--- config.mk ---
export PLATFORM = sky130hd
export DESIGN_NAME = dbg_match_unit
export DESIGN_NICKNAME = d
export VERILOG_FILES = /design/src/rtl/dbg_match_pkg.sv /design/src/rtl/dbg_cmp_slot.sv /design/src/rtl/dbg_regfile.sv /design/src/rtl/dbg_match_unit.sv
export SDC_FILE = /design/constraint.sdc
export NUM_CORES = 1
export LEC_CHECK = 0
export BUFFER_PORTS_ARGS = -buffer_cell sky130_fd_sc_hd__buf_2
export CAP_MARGIN = 15
export CORE_MARGIN = 5
export CORE_UTILIZATION = 25
export DETAILED_ROUTE_END_ITERATION = 16
export GPL_TIMING_DRIVEN = 0
export HOLD_SLACK_MARGIN = 0.12
export REMOVE_ABC_BUFFERS = 1
export SETUP_SLACK_MARGIN = 0.1
export SYNTH_ARGS = -nofsm -noshare
export SYNTH_HDL_FRONTEND = slang
export SYNTH_SLANG_ARGS = --single-unit
--- constraint.sdc ---
create_clock -name clk -period 4.7 [get_ports clk]
set_clock_uncertainty 0.05 [all_clocks]
set_input_delay 0.705 -clock clk [delete_from_list [all_inputs] [get_ports clk]]
set_output_delay 0.705 -clock clk [all_outputs]
set_load 0.1 [all_outputs]
--- src/rtl/dbg_match_pkg.sv ---
package dbg_match_pkg;
  localparam int NUM_SLOTS_D = 4;
  localparam int RA_W        = 3;
  localparam int RW_W        = 32;

  localparam logic [31:0] CTL_WMASK = 32'hFFFF_2BFF;
  localparam logic [31:0] ST_WMASK  = 32'h0000_E00F;
  localparam int GD_BIT    = 13;
  localparam int STEP_BIT  = 14;
  localparam int TSW_BIT   = 15;
  localparam int FIELD_LSB = 16;

  typedef enum logic [1:0] {
    COND_EXEC = 2'b00,
    COND_WR   = 2'b01,
    COND_IO   = 2'b10,
    COND_RW   = 2'b11
  } cond_e;

  function automatic logic [2:0] len_mask(input logic [1:0] len);
    case (len)
      2'b00:   return 3'b000;
      2'b01:   return 3'b001;
      2'b11:   return 3'b011;
      default: return 3'b111;
    endcase
  endfunction

  function automatic logic [2:0] size_mask(input logic [1:0] sz);
    case (sz)
      2'd0:    return 3'b000;
      2'd1:    return 3'b001;
      2'd2:    return 3'b011;
      default: return 3'b111;
    endcase
  endfunction
endpackage

--- src/rtl/dbg_cmp_slot.sv ---
module dbg_cmp_slot
  import dbg_match_pkg::*;
#(
  parameter int AW = 32
) (
  input  logic          clk,
  input  logic          rst,
  input  logic          armed,
  input  logic [1:0]    cond,
  input  logic [1:0]    len,
  input  logic [AW-1:0] bp_addr,
  input  logic          ifetch_valid,
  input  logic [AW-1:0] ifetch_addr,
  input  logic          dacc_valid,
  input  logic          dacc_write,
  input  logic          dacc_io,
  input  logic [1:0]    dacc_size,
  input  logic [AW-1:0] dacc_addr,
  input  logic          dbg_ext_en,
  output logic          hit
);
  localparam int HI_W = AW - 3;

  logic [AW-1:0] ign_mask;
  logic          data_ovl;
  logic          exec_eq;
  logic          cond_hit;

  always_comb begin
    ign_mask = {{HI_W{1'b0}}, (len_mask(len) | size_mask(dacc_size))};
    data_ovl = ((dacc_addr ^ bp_addr) & ~ign_mask) == '0;
    exec_eq  = ifetch_valid && (ifetch_addr == bp_addr);
    unique case (cond_e'(cond))
      COND_EXEC: cond_hit = exec_eq;
      COND_WR:   cond_hit = dacc_valid && dacc_write && !dacc_io && data_ovl;
      COND_IO:   cond_hit = dacc_valid && dacc_io && dbg_ext_en && data_ovl;
      default:   cond_hit = dacc_valid && !dacc_io && data_ovl;
    endcase
    hit = armed && cond_hit;
  end

  AST_DISARMED_QUIET: assert property (@(posedge clk) disable iff (rst)
    !armed |-> !hit);
  AST_EXEC_EXACT: assert property (@(posedge clk) disable iff (rst)
    (hit && cond == 2'b00) |-> (ifetch_valid && ifetch_addr == bp_addr));
  AST_IO_GATED: assert property (@(posedge clk) disable iff (rst)
    (cond == 2'b10 && !dbg_ext_en) |-> !hit);
  AST_WR_ONLY: assert property (@(posedge clk) disable iff (rst)
    (hit && cond == 2'b01) |-> (dacc_write && !dacc_io));
endmodule

--- src/rtl/dbg_regfile.sv ---
module dbg_regfile
  import dbg_match_pkg::*;
#(
  parameter int NUM_SLOTS = NUM_SLOTS_D,
  parameter int AW        = RW_W
) (
  input  logic                   clk,
  input  logic                   rst,
  input  logic                   reg_we,
  input  logic                   reg_re,
  input  logic [RA_W-1:0]        reg_addr,
  input  logic [RW_W-1:0]        reg_wdata,
  input  logic [NUM_SLOTS-1:0]   hit_vec,
  input  logic                   step_evt,
  input  logic                   tswitch_evt,
  output logic [RW_W-1:0]        reg_rdata,
  output logic [NUM_SLOTS*AW-1:0] bp_flat,
  output logic [2*NUM_SLOTS-1:0] en_bits,
  output logic [4*NUM_SLOTS-1:0] field_bits,
  output logic                   gd_fire,
  output logic                   cause_seen
);
  localparam int SW = (NUM_SLOTS > 1) ? $clog2(NUM_SLOTS) : 1;
  localparam logic [RA_W-1:0] CTL_IDX = RA_W'(NUM_SLOTS);
  localparam logic [RA_W-1:0] ST_IDX  = RA_W'(NUM_SLOTS + 1);

  logic [AW-1:0]   bp_q [NUM_SLOTS];
  logic [RW_W-1:0] ctl_q;
  logic [RW_W-1:0] st_q;
  logic [RW_W-1:0] st_set;
  logic [RW_W-1:0] rd_mux;
  logic            wr_ok;
  logic            rd_ok;

  assign gd_fire = ctl_q[GD_BIT] && (reg_we || reg_re);
  assign wr_ok   = reg_we && !ctl_q[GD_BIT];
  assign rd_ok   = reg_re && !ctl_q[GD_BIT];

  always_comb begin
    st_set = '0;
    st_set[NUM_SLOTS-1:0] = hit_vec;
    st_set[GD_BIT]   = gd_fire;
    st_set[STEP_BIT] = step_evt;
    st_set[TSW_BIT]  = tswitch_evt;
  end

  always_comb begin
    rd_mux = '0;
    if (reg_addr < CTL_IDX)      rd_mux = RW_W'(bp_q[reg_addr[SW-1:0]]);
    else if (reg_addr == CTL_IDX) rd_mux = ctl_q;
    else if (reg_addr == ST_IDX)  rd_mux = st_q;
  end

  genvar gi;
  generate
    for (gi = 0; gi < NUM_SLOTS; gi++) begin : g_bp
      always_ff @(posedge clk) begin
        if (rst) bp_q[gi] <= '0;
        else if (wr_ok && reg_addr == RA_W'(gi)) bp_q[gi] <= reg_wdata[AW-1:0];
      end
      assign bp_flat[gi*AW +: AW] = bp_q[gi];
    end
  endgenerate

  always_ff @(posedge clk) begin
    if (rst) begin
      ctl_q     <= '0;
      st_q      <= '0;
      reg_rdata <= '0;
    end else begin
      if (gd_fire)                              ctl_q[GD_BIT] <= 1'b0;
      else if (wr_ok && reg_addr == CTL_IDX)    ctl_q <= reg_wdata & CTL_WMASK;
      if (wr_ok && reg_addr == ST_IDX) st_q <= ((st_q & reg_wdata) | st_set) & ST_WMASK;
      else                             st_q <= (st_q | st_set) & ST_WMASK;
      if (gd_fire)    reg_rdata <= '0;
      else if (rd_ok) reg_rdata <= rd_mux;
    end
  end

  assign en_bits    = ctl_q[2*NUM_SLOTS-1:0];
  assign field_bits = ctl_q[FIELD_LSB +: 4*NUM_SLOTS];
  assign cause_seen = st_q[GD_BIT] || (|st_q[NUM_SLOTS-1:0]);

  AST_STATUS_STICKY: assert property (@(posedge clk) disable iff (rst)
    !$past(wr_ok && reg_addr == ST_IDX) |-> (($past(st_q) & ~st_q) == '0));
  AST_GD_SELF_CLEAR: assert property (@(posedge clk) disable iff (rst)
    gd_fire |=> (!ctl_q[GD_BIT] && st_q[GD_BIT]));
  AST_GD_NO_WRITE: assert property (@(posedge clk) disable iff (rst)
    (gd_fire && reg_addr == CTL_IDX) |=> ((ctl_q & ~(RW_W'(1) << GD_BIT)) == $past(ctl_q & ~(RW_W'(1) << GD_BIT))));
endmodule

--- src/rtl/dbg_match_unit.sv ---
module dbg_match_unit
  import dbg_match_pkg::*;
#(
  parameter int NUM_SLOTS = NUM_SLOTS_D,
  parameter int AW        = RW_W
) (
  input  logic                clk,
  input  logic                rst,
  input  logic                reg_we,
  input  logic                reg_re,
  input  logic [RA_W-1:0]     reg_addr,
  input  logic [RW_W-1:0]     reg_wdata,
  output logic [RW_W-1:0]     reg_rdata,
  input  logic                ifetch_valid,
  input  logic [AW-1:0]       ifetch_addr,
  input  logic                dacc_valid,
  input  logic                dacc_write,
  input  logic                dacc_io,
  input  logic [1:0]          dacc_size,
  input  logic [AW-1:0]       dacc_addr,
  input  logic                dbg_ext_en,
  input  logic                step_evt,
  input  logic                tswitch_evt,
  output logic                trap_req
);
  logic [NUM_SLOTS*AW-1:0]  bp_flat;
  logic [2*NUM_SLOTS-1:0]   en_bits;
  logic [4*NUM_SLOTS-1:0]   field_bits;
  logic [NUM_SLOTS-1:0]     hit_vec;
  logic                     gd_fire;
  logic                     cause_seen;

  dbg_regfile #(.NUM_SLOTS(NUM_SLOTS), .AW(AW)) regs_i (
    .clk(clk), .rst(rst), .reg_we(reg_we), .reg_re(reg_re),
    .reg_addr(reg_addr), .reg_wdata(reg_wdata), .hit_vec(hit_vec),
    .step_evt(step_evt), .tswitch_evt(tswitch_evt), .reg_rdata(reg_rdata),
    .bp_flat(bp_flat), .en_bits(en_bits), .field_bits(field_bits),
    .gd_fire(gd_fire), .cause_seen(cause_seen)
  );

  genvar gi;
  generate
    for (gi = 0; gi < NUM_SLOTS; gi++) begin : g_slot
      dbg_cmp_slot #(.AW(AW)) slot_i (
        .clk(clk), .rst(rst),
        .armed(|en_bits[2*gi +: 2]),
        .cond(field_bits[4*gi +: 2]),
        .len(field_bits[4*gi+2 +: 2]),
        .bp_addr(bp_flat[gi*AW +: AW]),
        .ifetch_valid(ifetch_valid), .ifetch_addr(ifetch_addr),
        .dacc_valid(dacc_valid), .dacc_write(dacc_write), .dacc_io(dacc_io),
        .dacc_size(dacc_size), .dacc_addr(dacc_addr),
        .dbg_ext_en(dbg_ext_en), .hit(hit_vec[gi])
      );
    end
  endgenerate

  always_ff @(posedge clk) begin
    if (rst) trap_req <= 1'b0;
    else     trap_req <= (|hit_vec) || gd_fire;
  end

  AST_TRAP_HAS_CAUSE: assert property (@(posedge clk) disable iff (rst)
    trap_req |-> cause_seen);
  AST_RSVD_READ_ZERO: assert property (@(posedge clk) disable iff (rst)
    $past(reg_re && !reg_we && reg_addr == RA_W'(NUM_SLOTS) && !gd_fire) |->
      ((reg_rdata & ~CTL_WMASK) == '0));
endmodule

After elaboration in Yosys (flattened, before gate mapping)
Memory sizes are Yosys's and may differ from the RTL's.
Index checks and enable logic that the tools add are counted.
{"block": "word_totals", "mem_count": 1, "output_inout_bits": 33, "ramBits": 128, "input_bits": 112, "regBits": 77, "word_cells": 148}
{"memory": "regs_i.bp_q", "words": 4, "word_bits": 32, "rd": 5, "rd_clocked_by_memory_dff": 0, "wr": 4, "line_no": "dbg_regfile.sv:27", "source": "logic [AW-1:0] bp_q [NUM_SLOTS];"}
{"block": "classes", "reduce_logical": 59, "n_lt_le_gt_ge": 1, "bitwise": 24, "muxes": 31, "eq_ne": 27}
{"cell": "32-bit 2-to-1 mux", "n": 6}
{"cell": "32-bit AND", "n": 4}
{"cell": "32-bit equality test", "n": 4}
{"cell": "32-bit logical NOT", "n": 4}
{"cell": "3-bit inverter with 32-bit output", "n": 4}
{"cell": "32-bit XOR", "n": 4}
{"cell": "3-bit case mux with 3 select lines", "n": 5}
{"cell": "1-bit logical AND", "n": 34}
{"cell": "16-bit 2-to-1 mux", "n": 2}
{"cell": "16-bit bitwise OR", "n": 2}
{"cell": "2-bit by 1-bit equality test with 1-bit output, second input constant", "n": 9}
{"cell": "2-bit equality test, second input constant", "n": 9}
{"cell": "2-bit logical NOT", "n": 9}
{"cell": "16-bit AND", "n": 1}
{"cell": "1-bit 2-to-1 mux", "n": 14}
{"cell": "3-bit bitwise OR", "n": 4}
{"cell": "1-bit case mux with 3 select lines", "n": 4}
{"cell": "2-bit OR reduction", "n": 5}
{"cell": "3-bit by 2-bit equality test with 1-bit output, second input constant", "n": 2}
{"cell": "3-bit equality test, second input constant", "n": 2}
{"cell": "1-bit bitwise OR", "n": 4}
{"cell": "4-bit OR reduction", "n": 1}
{"cell": "3-bit by 1-bit equality test with 1-bit output, second input constant", "n": 1}
{"cell": "3-bit logical NOT", "n": 1}
{"cell": "5 further kinds", "n": 7}

Depth between registers and ports, before layout
{"block": "depth", "ltp_word": 11, "ltp_mapped": 8, "mapped_depth_nobuf": 8}

Modules after synthesis
From an unflattened synthesis, not the netlist that was laid out.
{"block": "unflattened", "cells_unflattened": 1070, "area_unflattened_um2": 11669.9}
{"module": "dbg_regfile", "area_each_um2": 8448.1, "seq_area_each_um2": 5185.0, "cells_per_inst": 666, "n_inst": 1}
{"module": "dbg_cmp_slot", "area_each_um2": 790.8, "seq_area_each_um2": 0.0, "cells_per_inst": 99, "n_inst": 4}
{"module": "dbg_match_unit", "area_each_um2": 58.8, "seq_area_each_um2": 20.0, "cells_per_inst": 8, "n_inst": 1}

Least setup slack after synthesis
Ideal clock, no wire load.
{"block": "synth_path", "path_kind": "input -> register", "from": "in reg_addr[0]", "to": "mem regs_i.bp_q[1][0], enable pin", "path_slack_ns": 2.118, "n_path_buf": 2, "setup_ns": 0.388, "t_arrival_ns": 2.144, "path_stages": 5, "t_required_ns": 4.262, "cell_sequence": "buf_2 > buf_2 > inv_2 > nor2_1 > a21o_1"}
{"item": "from (decl)", "line_no": "dbg_match_unit.sv:11", "source": "input logic [RA_W-1:0] reg_addr,"}
{"item": "to (decl)", "line_no": "dbg_regfile.sv:27"}

Worst setup path after layout
{"block": "layout_path", "from": "in reg_addr[2]", "to": "reg regs_i.ctl_q[5]"}
{"block": "layout_via", "elab_chain_len": 3}
{"item": "3-bit equality test", "line_no": "dbg_regfile.sv:72", "source": "else if (wr_ok && reg_addr == CTL_IDX) ctl_q <= reg_wdata & CTL_WMASK;"}
{"item": "1-bit logical AND", "line_no": "dbg_regfile.sv:72"}
{"item": "2-bit AND reduction (no line)"}
{"item": "to (signal assigned)", "line_no": "dbg_regfile.sv:72"}
{"item": "to (decl)", "line_no": "dbg_regfile.sv:28", "source": "logic [RW_W-1:0] ctl_q;"}
Every way passes these cells.
A chain may end at the register's enable or synchronous reset.

==> results.toml <==
[routing]
drtIter0Drc = 909
viasPerCell = 4.984
ant_nets = 0
routedWlPerCell_um = 26.08
drc = 0
vias = 8947
wl_um = 46820
drt-pass1-iter-count = 6

[cells_and_area]
fin_nets = 1290
post-route-util = 0.2973
drive_gt1_frac = 0.1985
fin_area_um2 = 13550
area_delta_synth_final_pct = 17.16
layout.cells.non_filler = 1795

[synthesis]
synth_cell_types = 42
postSynthAreaPerCell_um2 = 10.77
synth_area_um2 = 11560
netlist_instances = 1074
ys_seq_area_frac = 0.4501
ys_seq_elements = 196
yosysWarnings = 0

[worst_hold_path]
worstHoldPathType = "register to register"

[run_status]
status = "finished, final reports clean"

[floorplan]
row_count = 78
die_h_um = 225.1
die-area_um2 = 50660
io_pins = 145
core-area_um2 = 45580
initial_core_util = 0.2537
dieWidth_um = 225.1

[placement]
gp_congestion = 0.9513
io_buffers = 144
place_ws_ps = 1087
dp.cells = 1747
place_area_um2 = 12960
dp_hpwl_um = 37230

[clock_network]
cts_resized = 0
cts_hold_buffers = 0
path_clk_slew_ps = 70
cts_setup_buffers = 0
clk_latency_ps = 460
numCtsBuffers = 17
htree_levels = 4
cts_max_path_buffers = 2
cts_tree = "built"
clockRootBuffer = "clkbuf_16"
clock_sink_count = 196

[sta]
rsz0062_at_grt = "no"
setup_viol = 0
relSlewSlack = 0.2239
timing.final.crit_share = 0.6674
slew_viol_final = 0
worst_pin_slew_ps = 1164
min_period_ps = 3137
worst_slack_ps = 1563
fin_tns_setup_ps = 0
hold_slack_ps = 408.2
hold_viol_final = 0
fmax_ghz = 0.3188

[global_routing]
grtUsageMet2 = 0.2802
antenna_found_initial = 33
overflow = 0
grt_max_degree = 43
grt_util_met3 = 0.06383
grt_util_all_layers = 0.1813
use_met1 = 0.2358
top_usage_layer = "met2"
grt_pass1_vias = 8815
grt_pass1_wl_um = 65470

[setup_path]
path_common_cell = "nand2_1"
max_stage_delay_ps = 790
path_class = "primary input to register"
cp_data_arrival_time_ps = 3380
crit_chain = "buf_2 > inv_2 > nor3_4 > nand2_1 > buf_16 > nand2_1 > a21oi_1"
worstPathRequired_ps = 4940
path_max_fanout = 35
critPathLaunchType = "primary input"
path_delay_family = "simple AND/OR/NAND/NOR gates"
path_buf_inv = 3
critPathCaptureType = "register"
slowest_stage = "nor3_4"

[power]
peakVddDrop_mv = 0.1696
p_total_mw = 4.156
power.leakage_nw = 4.907
powerDensity_nw_per_um2 = 306.8

[job]
cap_violations = 0
## path summary, 6_finish.rpt
check | from | end | slack [ps] | depth (start not counted)
worst max-delay path | reg_addr[2] | regs_i.ctl_q[5] | 1560 | 7
worst min-delay path | regs_i.reg_rdata[13] | regs_i.reg_rdata[13] | 410 | 2
worst max register to register | regs_i.bp_q[1][4] | trap_req | 1860 | 7
worst min register to register | regs_i.reg_rdata[13] | regs_i.reg_rdata[13] | 410 | 2
## logic make-up (layout without fill, tap and decap cells)
kind of cell / after synthesis / after routing / synth area share
XOR/XNOR: 255 / 255 / 0.1931
AO/OA/AOI/OAI: 118 / 118 / 0.06979
adder cells (fa/ha/maj): 12 / 12 / 0.01298
AND/OR/NAND/NOR: 362 / 362 / 0.1707
other: 0 / 16 / 0
multiplexers: 36 / 36 / 0.06470
flip-flops: 196 / 196 / 0.4501
buffers and inverters: 95 / 200 / 0.03852
## power by group
group / internal (mW) / switching (mW)
Sequential: 1.90 / 0.0728
Clock: 0.713 / 0.709
Combinational: 0.248 / 0.512
## cell usage after synthesis (all sizes together)
cell type | instances | area, µm²
xor2 | 105 | 919.6
a311o | 3 | 30.03
a221oi | 23 | 201.4
a32oi | 4 | 35.03
a21oi | 45 | 225.2
nor2b | 3 | 18.77
ha | 12 | 150.1
mux4 | 31 | 698.2
a22oi | 2 | 15.01
edfxtp | 128 | 3844
a21o | 2 | 15.01
a221o | 1 | 10.01
dfxtp | 68 | 1361
nand2b | 6 | 37.54
nand4 | 33 | 206.5
a31o | 2 | 17.52
a211oi | 9 | 67.56
xnor2 | 150 | 1314
nor3 | 48 | 265.3
or3 | 1 | 6.260
nor4 | 29 | 187.7
and2 | 128 | 800.8
clkbuf | 55 | 206.5
and3 | 5 | 31.28
nand3 | 9 | 45.04
inv | 14 | 52.55
o22ai | 1 | 6.260
nand2 | 58 | 217.7
nor2 | 42 | 157.7
o21ai | 10 | 50.04
mux2i | 5 | 50.05
a31oi | 5 | 31.28
o2111ai | 10 | 87.58
buf | 26 | 186.4
a2111oi | 1 | 15.01
## state kept, by name, indices dropped and copies added (netlist names)
register and flops:
regs_i.bp_q 128, regs_i.ctl_q 28, regs_i.reg_rdata 32, regs_i.st_q 7
trap_req 1
## cells in the final DEF (no fill, tap or decap), types with 9 or more instances in the layout
cell type,synthesis,layout
xnor2_1,150,150
xor2_1,105,105
clkbuf_16,0,17
nand2_1,58,58
mux4_2,31,31
nand3_1,9,9
a21oi_1,45,45
nor4_1,28,28
o2111ai_1,10,10
buf_2,14,143
inv_1,12,12
a211oi_1,9,9
edfxtp_1,128,128
a221oi_1,23,23
buf_16,0,9
nor3_1,43,43
o21ai_0,9,9
nand4_1,33,33
dfxtp_1,68,68
diode_2,0,16
ha_1,12,12
nor2_1,42,42
and2_1,128,128
## layer usage
| layer | share of wire | vias to the layer above |
|---|---|---|
| met5 | 0.0049 | - |
| met4 | 0.024 | 36 |
| met3 | 0.094 | 89 |
| met2 | 0.47 | 382 |
| met1 | 0.41 | 4433 |
| li1 | - | 4007 |
## area by class of cell
| cell class | count | area (µm²) |
|---|---|---|
| fillers | 4706 | 32030 |
| multi-input cells | 783 | 5961 |
| flip-flops and latches | 196 | 5205 |
| repair buffers | 154 | 991.0 |
| well taps | 600 | 750.7 |
| clock buffers | 19 | 452.9 |
| clock inverters | 13 | 95.09 |
| inverters | 14 | 52.55 |
| diodes | 16 | 40.04 |
## tightest hold or removal path, delay by kind of cell (launching register included)
family           cells  cell delay [ps]
AND/OR/NAND/NOR      1               50
AO/OA/AOI/OAI        1               50
flip-flops           1              310
(Power assumes the default switching activity.)
